`config.mk`:
```
export PLATFORM = sky130hd
export DESIGN_NAME = usec_timer
export DESIGN_NICKNAME = d
export VERILOG_FILES = /design/src/rtl/usec_pkg.sv /design/src/rtl/usec_regs.sv /design/src/rtl/usec_prescaler.sv /design/src/rtl/usec_count.sv /design/src/rtl/usec_timer.sv
export SDC_FILE = /design/constraint.sdc
export NUM_CORES = 1
export LEC_CHECK = 0
export BUFFER_PORTS_ARGS = -buffer_cell sky130_fd_sc_hd__buf_2
export CORE_MARGIN = 2
export CORE_UTILIZATION = 33
export DETAILED_ROUTE_END_ITERATION = 12
export PLACE_DENSITY = 0.59
export SETUP_SLACK_MARGIN = 0.5
export SLEW_MARGIN = 0
export SYNTH_ARGS = -nofsm -noshare
export SYNTH_HDL_FRONTEND = slang
export SYNTH_SLANG_ARGS = --single-unit
```
`constraint.sdc`:
```
create_clock -name clk -period 6.4 [get_ports clk]
set_input_delay 1.28 -clock clk [delete_from_list [all_inputs] [get_ports clk]]
set_output_delay 1.28 -clock clk [all_outputs]
set_load 0.02 [all_outputs]
```
`src/rtl/usec_pkg.sv`:
```
package usec_pkg;

    localparam int DATA_W  = 32;
    localparam int FIELD_W = 8;
    localparam int ADDR_W  = 6;
    localparam int ACC_W   = FIELD_W + 2;

    localparam logic [ADDR_W-1:0] OFF_COUNT  = 6'h00;
    localparam logic [ADDR_W-1:0] OFF_RATIO  = 6'h04;
    localparam logic [ADDR_W-1:0] OFF_HOLD   = 6'h3C;

    // step field sits above the limit field
    typedef struct packed {
        logic [FIELD_W-1:0] step;
        logic [FIELD_W-1:0] limit;
    } ratio_t;

    localparam ratio_t RATIO_RESET = '{step: 8'h00, limit: 8'h0B};

    typedef enum logic [1:0] {
        SEL_NONE,
        SEL_COUNT,
        SEL_RATIO,
        SEL_HOLD
    } sel_e;

    function automatic sel_e decode_addr(input logic [ADDR_W-1:0] a);
        case (a)
            OFF_COUNT: return SEL_COUNT;
            OFF_RATIO: return SEL_RATIO;
            OFF_HOLD:  return SEL_HOLD;
            default:   return SEL_NONE;
        endcase
    endfunction

    function automatic logic [ACC_W-1:0] widen_plus_one(input logic [FIELD_W-1:0] v);
        return ACC_W'(v) + ACC_W'(1);
    endfunction

endpackage

```
`src/rtl/usec_regs.sv`:
```
module usec_regs
    import usec_pkg::*;
(
    input  logic              clk,
    input  logic              rst,
    input  logic              wr_en,
    input  logic [ADDR_W-1:0] addr,
    input  logic [DATA_W-1:0] wdata,
    input  logic [DATA_W-1:0] count_ext,
    output ratio_t            ratio_q,
    output logic              hold_q,
    output logic              ratio_load,
    output logic [DATA_W-1:0] rdata
);

    sel_e sel;

    assign sel        = decode_addr(addr);
    assign ratio_load = wr_en && (sel == SEL_RATIO);

    always_ff @(posedge clk) begin
        if (rst) begin
            ratio_q <= RATIO_RESET;
            hold_q  <= 1'b0;
        end else if (wr_en) begin
            if (sel == SEL_RATIO) ratio_q <= ratio_t'(wdata[2*FIELD_W-1:0]);
            if (sel == SEL_HOLD)  hold_q  <= wdata[0];
        end
    end

    always_comb begin
        rdata = '0;
        case (sel)
            SEL_COUNT: rdata = count_ext;
            SEL_RATIO: rdata = DATA_W'(ratio_q);
            SEL_HOLD:  rdata = DATA_W'(hold_q);
            default:   rdata = '0;
        endcase
    end

endmodule

```
`src/rtl/usec_prescaler.sv`:
```
module usec_prescaler
    import usec_pkg::*;
(
    input  logic             clk,
    input  logic             rst,
    input  logic             run,
    input  logic             clear,
    input  ratio_t           ratio,
    output logic             tick,
    output logic [ACC_W-1:0] acc_q
);

    logic [ACC_W-1:0] inc;
    logic [ACC_W-1:0] lim;
    logic [ACC_W-1:0] sum;
    logic [ACC_W-1:0] rem;
    logic             reach;
    logic [ACC_W-1:0] acc_d;

    assign inc   = widen_plus_one(ratio.step);
    assign lim   = widen_plus_one(ratio.limit);
    assign sum   = acc_q + inc;
    assign reach = (sum >= lim);
    assign rem   = sum - lim;
    assign tick  = run && !clear && reach;

    always_comb begin
        acc_d = acc_q;
        if (clear) begin
            acc_d = '0;
        end else if (run) begin
            if (!reach)          acc_d = sum;
            else if (rem >= lim) acc_d = '0;   // step exceeds limit: one tick per clock
            else                 acc_d = rem;
        end
    end

    always_ff @(posedge clk) begin
        if (rst) acc_q <= '0;
        else     acc_q <= acc_d;
    end

endmodule

```
`src/rtl/usec_count.sv`:
```
module usec_count #(
    parameter int COUNT_W = 32
) (
    input  logic               clk,
    input  logic               rst,
    input  logic               step,
    output logic [COUNT_W-1:0] count_q
);

    always_ff @(posedge clk) begin
        if (rst)       count_q <= '0;
        else if (step) count_q <= count_q + COUNT_W'(1);
    end

endmodule

```
`src/rtl/usec_timer.sv`:
```
module usec_timer
    import usec_pkg::*;
#(
    parameter int COUNT_W = 32
) (
    input  logic              clk,
    input  logic              rst,
    input  logic              bus_wr,
    input  logic [5:0]        bus_addr,
    input  logic [31:0]       bus_wdata,
    output logic [31:0]       bus_rdata
);

    ratio_t             ratio_q;
    logic               hold_q;
    logic               ratio_load;
    logic               tick;
    logic [ACC_W-1:0]   acc_q;
    logic [COUNT_W-1:0] count_q;
    logic [DATA_W-1:0]  count_ext;

    assign count_ext = DATA_W'(count_q);

    usec_regs u_regs (
        .clk        (clk),
        .rst        (rst),
        .wr_en      (bus_wr),
        .addr       (bus_addr),
        .wdata      (bus_wdata),
        .count_ext  (count_ext),
        .ratio_q    (ratio_q),
        .hold_q     (hold_q),
        .ratio_load (ratio_load),
        .rdata      (bus_rdata)
    );

    usec_prescaler u_pre (
        .clk   (clk),
        .rst   (rst),
        .run   (!hold_q),
        .clear (ratio_load),
        .ratio (ratio_q),
        .tick  (tick),
        .acc_q (acc_q)
    );

    usec_count #(.COUNT_W(COUNT_W)) u_cnt (
        .clk     (clk),
        .rst     (rst),
        .step    (tick),
        .count_q (count_q)
    );

endmodule

```
## Word-level counts from Yosys, hierarchy flattened

Cells that the tools add are included.

| cells by class | value |
|---|---|
| reductions and logical operators | 9 |
| $add $sub $neg | 5 |
| muxes and demuxes | 4 |
| order comparisons | 2 |
| eq/ne operators | 5 |

Operators by type and width:

| kind | number |
|---|---|
| $pmux W32 S3 | 1 |
| $add A32 B1 Y32 const B | 1 |
| $ge A10 B10 Y1 | 2 |
| $mux W10 | 2 |
| $add A8 B1 Y9 const B | 2 |
| $add A10 B10 Y10 | 1 |
| $sub A10 B10 Y10 | 1 |
| $eq A6 B3 Y1 const B | 1 |
| $eq A6 B6 Y1 const B | 1 |
| $logic_not A6 Y1 | 1 |
| $pmux W2 S3 | 1 |
| $eq A2 B2 Y1 const B | 2 |
| $reduce_and A2 Y1 | 2 |
| $logic_and A1 B1 Y1 | 3 |
| $eq A2 B1 Y1 const B | 1 |
| $logic_not A1 Y1 | 2 |
| $reduce_or A2 Y1 | 1 |

| word-level totals | value |
|---|---|
| input bits | 41 |
| output and inout port bits | 32 |
| register bits | 59 |
| logic and storage cells | 30 |

## Longest topological paths before layout

Gate-level depths: netlist of run 1.

| logic depth | value |
|---|---|
| word-level depth | 7 |
| depth in mapped cells | 22 |
| gate-level depth less buffers | 21 |

## Hierarchy

Synthesis of run 1 repeated with hierarchy kept, for this count alone.

| second synthesis, totals | value |
|---|---|
| cell total of the unflattened synthesis | 488 |
| area total of the unflattened synthesis | 4,259.1 µm² |

Modules (own cells, without submodules):

| module | sequential area each (µm²) | instances | cells an instance | area an instance (µm²) |
|---|---|---|---|---|
| usec_prescaler | 200.2 | 1 | 187 | 1,576.5 |
| usec_count | 640.6 | 1 | 181 | 1,564.0 |
| usec_regs | 340.3 | 1 | 119 | 1,114.8 |
| usec_timer | 0.0 | 1 | 1 | 3.8 |

## Worst setup path after synthesis of run 1

OpenSTA, ideal clock, no wires.

| timing path | value |
|---|---|
| path type | register to register |
| from | register u_regs.ratio_q[8] (netlist name) |
| to | register u_pre.acc_q[8] |
| required time | 6.330 ns |
| cell stages (with the launch flop) | 22 |
| period minus slack after synthesis | 4.377 ns |
| setup time | 0.070 ns |
| data arrival time | 4.307 ns |
| path slack | 2.023 ns |
| path buffers | 1 |
| cell sequence | dfxtp_1 > ha_1 > nand3_1 > nor2_1 > xor2_1 > ha_1 > a21o_1 > o21ai_0 > nor2_1 > nor2_2 > ha_1 > nand2_1 > o21bai_1 > a221o_2 > buf_6 > nor2_1 > ha_1 > a21oi_1 > nand2_1 > a21oi_1 > or4b_1 > a21oi_1 |

| between the ends | value |
|---|---|
| longest elaborated chain between the ends | 6 |
| elaborated cells between the ends (all ways) | 7 |
| classes of those cells | add/sub: 3; order compare: 2; mux: 2 |

RTL lines:

| what | RTL line | text |
|---|---|---|
| $add A8 B1 Y9 * | usec_pkg.sv:37 | `return ACC_W'(v) + ACC_W'(1);` |
| $add A10 B10 Y10 * | usec_prescaler.sv:22 | `assign sum = acc_q + inc;` |
| $sub A10 B10 Y10 | usec_prescaler.sv:24 | `assign rem = sum - lim;` |
| $ge A10 B10 Y1 | usec_prescaler.sv:33 | `else if (rem >= lim) acc_d = '0;` |
| $mux W10 | usec_prescaler.sv:33 |  |
| $mux W10 * | usec_prescaler.sv:32 | `if (!reach) acc_d = sum;` |
| end signal: assignment | usec_prescaler.sv:39 | `if (rst) acc_q <= '0;` |
| end signal: assignment | usec_prescaler.sv:40 | `else acc_q <= acc_d;` |
| end: declaration | usec_prescaler.sv:10 | `output logic [ACC_W-1:0] acc_q` |

Every way passes the cells marked *; elsewhere a longest branch is shown, timed or not.
A chain may end at the register's enable or synchronous reset.

## Worst setup path in the final report of run 1

| timing path | value |
|---|---|
| from | register u_regs.ratio_q[8] (netlist name) |
| to | register u_pre.acc_q[5] |

| between the ends | value |
|---|---|
| longest elaborated chain between the ends | 6 |
| elaborated cells between the ends (all ways) | 7 |
| classes of those cells | add/sub: 3; order compare: 2; mux: 2 |

RTL lines:

| what | RTL line |
|---|---|
| $add A8 B1 Y9 * | usec_pkg.sv:37 |
| $add A10 B10 Y10 * | usec_prescaler.sv:22 |
| $sub A10 B10 Y10 | usec_prescaler.sv:24 |
| $ge A10 B10 Y1 | usec_prescaler.sv:33 |
| $mux W10 | usec_prescaler.sv:33 |
| $mux W10 * | usec_prescaler.sv:32 |

Marks and branches as above.

==> results of run 1 <==
per-stage QoR:
stage / area [µm²] / setup WS, ps / hold slack [ps] / total power [µW]
after detailed placement: 4650 / 1370 / 473 / 489
after floorplan: 4270 / 2020 / 447 / 458
after CTS: 4970 / 1350 / 482 / 1020
after global routing: 4970 / 837 / 513 / 1050
final: 4970 / 1320 / 480 / 1010
after global placement: 4650 / 1420 / 466 / 484
worst register-to-register path, delay by kind of cell, from the launching register on:
| kind | cells | cell delay (ps) |
|---|---|---|
| simple gates | 7 | 980 |
| xor+xnor | 1 | 190 |
| fa+ha+maj | 4 | 1080 |
| compound gates | 9 | 2360 |
| flops | 1 | 420 |
layout by cell type, fill, tap and decap left out, types with 17 or more instances in the layout:
master	instances
inv_1	17
ha_1	32
nand2_1	54
buf_2	56
nor2_1	40
nand3_1	17
or3_1	19
dfxtp_1	59
a21oi_1	63
mux2i_1	17
xnor2_1	18
o21ai_0	36
xor2_1	20
cells by family (layout without fill, tap and decap cells):
| kind of cell | Yosys count | in the layout | share of synthesized area [%] |
|---|---|---|---|
| buffers and inverters | 43 | 89 | 4.57 |
| adders and majority gates | 34 | 34 | 10.3 |
| muxes | 17 | 17 | 3.98 |
| and+or+nand+nor | 203 | 203 | 24.7 |
| AOI/OAI and AO/OA | 140 | 140 | 20.6 |
| xor gates and xnor gates | 39 | 39 | 8.17 |
| DFF | 59 | 59 | 27.7 |
final timing paths:
check,startpoint,endpoint,slack [ps],cells past startpoint
worst min-delay path,u_cnt.count_q[31]$_SDFFE_PP0P_,u_cnt.count_q[31]$_SDFFE_PP0P_,480,2
worst min register to register,u_cnt.count_q[31]$_SDFFE_PP0P_,u_cnt.count_q[31]$_SDFFE_PP0P_,480,2
worst max register to register,u_regs.ratio_q[8]$_SDFFE_PP0P_,u_pre.acc_q[5]$_SDFFE_PP0N_,1320,21
worst max-delay path,u_regs.ratio_q[8]$_SDFFE_PP0P_,u_pre.acc_q[5]$_SDFFE_PP0N_,1320,21
power breakdown:
part	switching (µW)	total, µW	internal, µW
combinational	62.8	105	42.2
sequential	4.48	377	372
clock	167	525	357
cell type report:
| class | count | area, µm² |
|---|---|---|
| clock buffers | 12 | 256 |
| fillers | 1322 | 7650 |
| inverters | 17 | 63.8 |
| well taps | 172 | 215 |
| clock inverters | 2 | 60.1 |
| multi-input cells | 433 | 2900 |
| repair buffers | 58 | 295 |
| flip-flops and latches | 59 | 1180 |
sequential cells by signal, indices dropped and copies added, names as in the netlist:
signal / flops
u_pre.acc_q: 10
u_cnt.count_q: 32
u_regs.hold_q: 1
u_regs.ratio_q: 16
per-layer routing:
| metal | vias to the layer above | global-route usage (%) | wire, µm | share of wire (%) |
|---|---|---|---|---|
| li1 | 2005 | - | - | - |
| met1 | 1909 | 21.9 | 5570 | 49 |
| met2 | 103 | 27.2 | 5240 | 46 |
| met3 | 10 | 3.20 | 473 | 4.1 |
| met4 | 0 | 4.74 | 135 | 1.2 |
| met5 | - | 0 | 0 | 0 |
==> summary.md, run 1 <==
| Metric | Value |
|---|---|
| Status | finished clean |
| Sequential fraction of the synthesis area | 27.7% |
| Initial antenna violation count | 0 |
| Crit Path Max Fanout | 17 |
| First drt pass iteration count | 5 |
| Die area | 13900 µm² |
| Hold Path Class | reg -> reg |
| Leak pwr | 0.00207 µW |
| Actual slew at the worst max-slew pin | 991 ps |
| Yosys top cell area share | 27.7% |
| Per-cell routed wire length | 15.2 µm |
| Mapped Cells | 535 |
| Synth Warn # | 0 |
| Overall routed net length | 11.4 mm |
| Final Wtd Congestion | 0.803 |
| Asr flop ratio synth | 0% |
| Starting Density | 33.8% |
| Clock H-tree levels | 3 |
| Final #Nets | 653 |
| CP max-delay cell | a221o_2 |
| Longest Clk Path Bufs | 2 |
| PortBufs | 56 |
| Most frequent cell after synthesis | a21oi_1 |
| Final hold viol count | 0 |
| Num CTS Buffers | 9 |
| Final Max Slew Viols | 0 |
| Clock skew | 8.86 ps |
| Die span in y | 118 µm |
| Most instantiated cells after synthesis | a21oi_1, dfxtp_1, nand2_1 |
| P per Cell Area | 203 nW/µm² |
| Seq cells post-synth | 59 |
| Clock transition at path regs | 50 ps |
| Vias/cell | 5.35 |
| Max-Cap Viols | 0 |
| F_max | 197 MHz |
| Pin count of the biggest net entering global routing | 52 |
| Top_reg_cell synth | dfxtp_1 |
| Final Setup Violations | 0 |
| Die width | 118 µm |
| Post-CTS setup buffers | 0 |
| Synth top area cells | dfxtp_1, ha_1, a21oi_1, nand2_1, o21ai_0 |
| Antenna diodes | 0 |
| Crit path top cell by count | ha_1 |
| Rel. slew slack | 34.0% |
| Final cell count without fillers | 753 |
| Hold-fix buffers, CTS | 0 |
| Worst VDD drop | 123 µV |
| Crit path arrival time | 5350 ps |
| Core area | 12600 µm² |
| Cell taking the most area after synthesis | dfxtp_1 |
| Startpoint types | register |
| Cells along the critical path | ha_1 > nand3_1 > nor2_1 > xor2_1 > ha_1 > a21o_1 > o21ai_0 > nor2_1 > nor2_2 > ha_1 > nand2_1 > o21bai_1 > a221o_2 > nor2_1 > ha_1 > a21oi_1 > nand2_1 > a21oi_1 > o211ai_1 > o221ai_1 > o211a_1 |
| First-pass GRT wire length | 18.7 mm |
| Vias | 4027 |
| RSZ-0062 raised after global routing | no |
| Worst path top cell family by delay | compound AO/OA/AOI/OAI gates |
| Total global routing overflow | 0 |
| CP bufs+invs | 0 |
| Cell Area, Synth | 4270 µm² |
| Period minus WS final | 5080 ps |
| Fin util | 39.4% |
| Layout cells sized above 1 | 15.5% |
| I/O pin total | 73 |
| CP max stage delay | 580 ps |
| Row count | 41 |
| TritonCTS clock tree | done |
| Syn Nets | 610 |
| Detail Route Antenna Nets | 0 |
| WP data required | 6670 ps |
| Clock Sinks | 59 |
| Gr usage total | 16.5% |
| Setup_tns | 0 ps |
| PostCTS Resize Cnt | 0 |
| CP Capture Type | register |
| Area growth from synthesis to layout | 16.3% |
| Dpl cells | 739 |
| Synth cell types | 59 |
| HPWL Detailed | 8.35 mm |
| Worst skew pair latency | 330 ps |
| Crit share post-route | 79.3% |
| Critical path type | reg -> reg |
| Drt drc | 0 |
| 1st-iter DRT viols | 212 |
| Vias in the first global route | 3862 |
| Mean Syn Cell Area | 7.98 µm² |
| Post-synth EDFFs | 0 |
| Root Driver | clkbuf_16 |
Power figures use the tool's default switching activity.
==> run 2, diff against run 1 <==
==> constraint.sdc (replaced) <==
create_clock -name clk -period 4.8 [get_ports clk]
set_input_delay 0.96 -clock clk [delete_from_list [all_inputs] [get_ports clk]]
set_output_delay 0.96 -clock clk [all_outputs]
set_load 0.02 [all_outputs]
==> run 2 against run 1 <==
  * Cell count up 3.5%
  * Sequential power rose by 33%
  * Register-to-register slack lost 750 ps
  * Via count increased by 2.7%
  * Flip-flop and latch count unchanged
  * Sequential share of layout area fell by 2.1 points
  * Global-route usage grew 0.63 points
  * Clock skew shrank 0.53 ps
  * Worst setup slack worse by 750 ps
  * Power is 35% higher
  * Core utilization rose by 4.3 points
  * First-iteration DRC count shrank 23%
  * Critical path type unchanged
==> summary.md, run 2 (synthesis results as in run 1) <==
| Metric | Value |
|---|---|
| Status | finished clean |
| Clock H-tree levels | 3 |
| Actual slew at the worst max-slew pin | 992 ps |
| Longest Clk Path Bufs | 2 |
| Worst VDD drop | 207 µV |
| Dpl cells | 743 |
| Worst path top cell family by delay | adder cells |
| Leak pwr | 0.00225 µW |
| Row count | 41 |
| Layout filler cell count | 1293 |
| Initial antenna violation count | 0 |
| Vias | 4135 |
| Area growth from synthesis to layout | 29.1% |
| Per-cell routed wire length | 15.6 µm |
| Gr usage total | 17.1% |
| Met1 WL | 5.61 mm |
| Total global routing overflow | 0 |
| Fin area | 5510 µm² |
| Num CTS Buffers | 9 |
| Final cell count without fillers | 779 |
| Wire length on met3 | 476 µm |
| Antenna diodes | 0 |
| Die width | 118 µm |
| Root Driver | clkbuf_16 |
| Max-Cap Viols | 0 |
| CP max stage delay | 440 ps |
| Final Max Slew Viols | 0 |
| Post-Place Cell Area | 4680 µm² |
| Startpoint types | register |
| Clock Sinks | 59 |
| Crit Path Max Fanout | 5 |
| Fin util | 43.7% |
| Design Power | 1360 µW |
| 1st-iter DRT viols | 163 |
| Critical path type | reg -> reg |
| DR top layer | met4 |
| Top flop regs | u_cnt.count_q x32, u_regs.ratio_q x16, u_pre.acc_q x10 |
| Period minus WS final | 4220 ps |
| Setup_tns | 0 ps |
| First drt pass iteration count | 4 |
| Final #Nets | 677 |
| Die span in y | 118 µm |
| Pin count of the biggest net entering global routing | 52 |
| RSZ-0062 raised after global routing | no |
| Clock transition at path regs | 50 ps |
| Max reg flops | 32 |
| Cells along the critical path | ha_4 > nand3_4 > xnor2_4 > ha_4 > o211ai_2 > o21ai_2 > xor2_1 > ha_2 > buf_12 > o31a_1 > o21a_1 > nor2_1 > xnor2_1 > ha_1 > and3_1 > a21oi_4 > or4b_1 > a21oi_1 |
| CP max-delay cell | or4b_1 |
| Vias in the first global route | 3962 |
| Crit path arrival time | 4490 ps |
| CP bufs+invs | 1 |
| Crit share post-route | 88.0% |
| P per Cell Area | 247 nW/µm² |
| HPWL Detailed | 8.40 mm |
| TritonCTS clock tree | done |
| Final Setup Violations | 0 |
| Crit path top cell by count | ha_4 |
| Detail Route Antenna Nets | 0 |
| Met2 wire len | 5.88 mm |
| Final Wtd Congestion | 0.808 |
| Top reg by flops | u_cnt.count_q |
| I/O pin total | 73 |
| Final hold viol count | 0 |
| First-pass GRT wire length | 19.5 mm |
| Hold Path Class | reg -> reg |
| Core area | 12600 µm² |
| Drt drc | 0 |
| Clock skew | 8.33 ps |
| Overall routed net length | 12.2 mm |
| CP Capture Type | register |
| Rel. slew slack | 33.9% |
| Most frequent cells in the layout | a21oi_1, buf_2, dfxtp_1, nand2_1, nor2_1 |
| Vias/cell | 5.31 |
| Worst skew pair latency | 340 ps |
| PortBufs | 56 |
| Starting Density | 33.8% |
| Layout cells sized above 1 | 26.5% |
| F_max | 237 MHz |
| WP data required | 5060 ps |
| Die area | 13900 µm² |
[run 2: cell types whose count changed in the layout (fill, tap and decap cells not counted), sizes merged]
cell    previous run  this run
clkinv             0         2
buf               58        82
[run 2: area by class of cell]
cell class                 instances  area [µm²]  share of cell area [%]
multi-input combinational        433        3230                    58.6
timing repair buffer              82         488                    8.85
sequential                        59        1200                    21.7
tap                              172         215                    3.90
clock buffer                      12         246                    4.47
inverter                          17        63.8                    1.16
clock inverter                     4        73.8                    1.34
[run 2: worst min-delay path, delay by kind of cell (launching register included)]
| family | cells | cell delay (ps) |
|---|---|---|
| AO/OA/AOI/OAI | 2 | 110 |
| flip-flops | 1 | 320 |
[run 2: routing by layer]
layer | GRT usage, % | vias up
met1 | 22.4 | 1979
met2 | 28.1 | 85
met5 | 0 | -
met3 | 3.73 | 21
met4 | 5.57 | 0
li1 | - | 2050
[run 2: power breakdown]
group	switching (µW)	internal (µW)
clock network	230	468
logic	91.4	71.3
registers	6.74	494
total	328	1030
[run 2: final timing paths]
kind / to / slack (ps) / cells after the start / start
min reg2reg: u_cnt.count_q[31]$_SDFFE_PP0P_ / 480 / 2 / u_cnt.count_q[31]$_SDFFE_PP0P_
max reg2reg: u_pre.acc_q[8]$_SDFFE_PP0N_ / 580 / 18 / u_regs.ratio_q[9]$_SDFFE_PP0P_
max: u_pre.acc_q[8]$_SDFFE_PP0N_ / 580 / 18 / u_regs.ratio_q[9]$_SDFFE_PP0P_
min: u_cnt.count_q[31]$_SDFFE_PP0P_ / 480 / 2 / u_cnt.count_q[31]$_SDFFE_PP0P_
[run 2: timing repair]
item,4_1_cts,5_1_grt
gates resized for setup,14,52
buffers inserted,8,12
pin swaps,9,25
setup endpoints to repair,29,29
hold buffers,0,0
hold endpoints to repair,0,0
[run 2: through the flow]
stage	hold WS, ps	setup slack, ps
3_5_place_dp	477	93.2
2_1_floorplan	447	507
3_3_place_gp	465	237
6_report	482	576
4_1_cts	486	492
5_1_grt	521	415
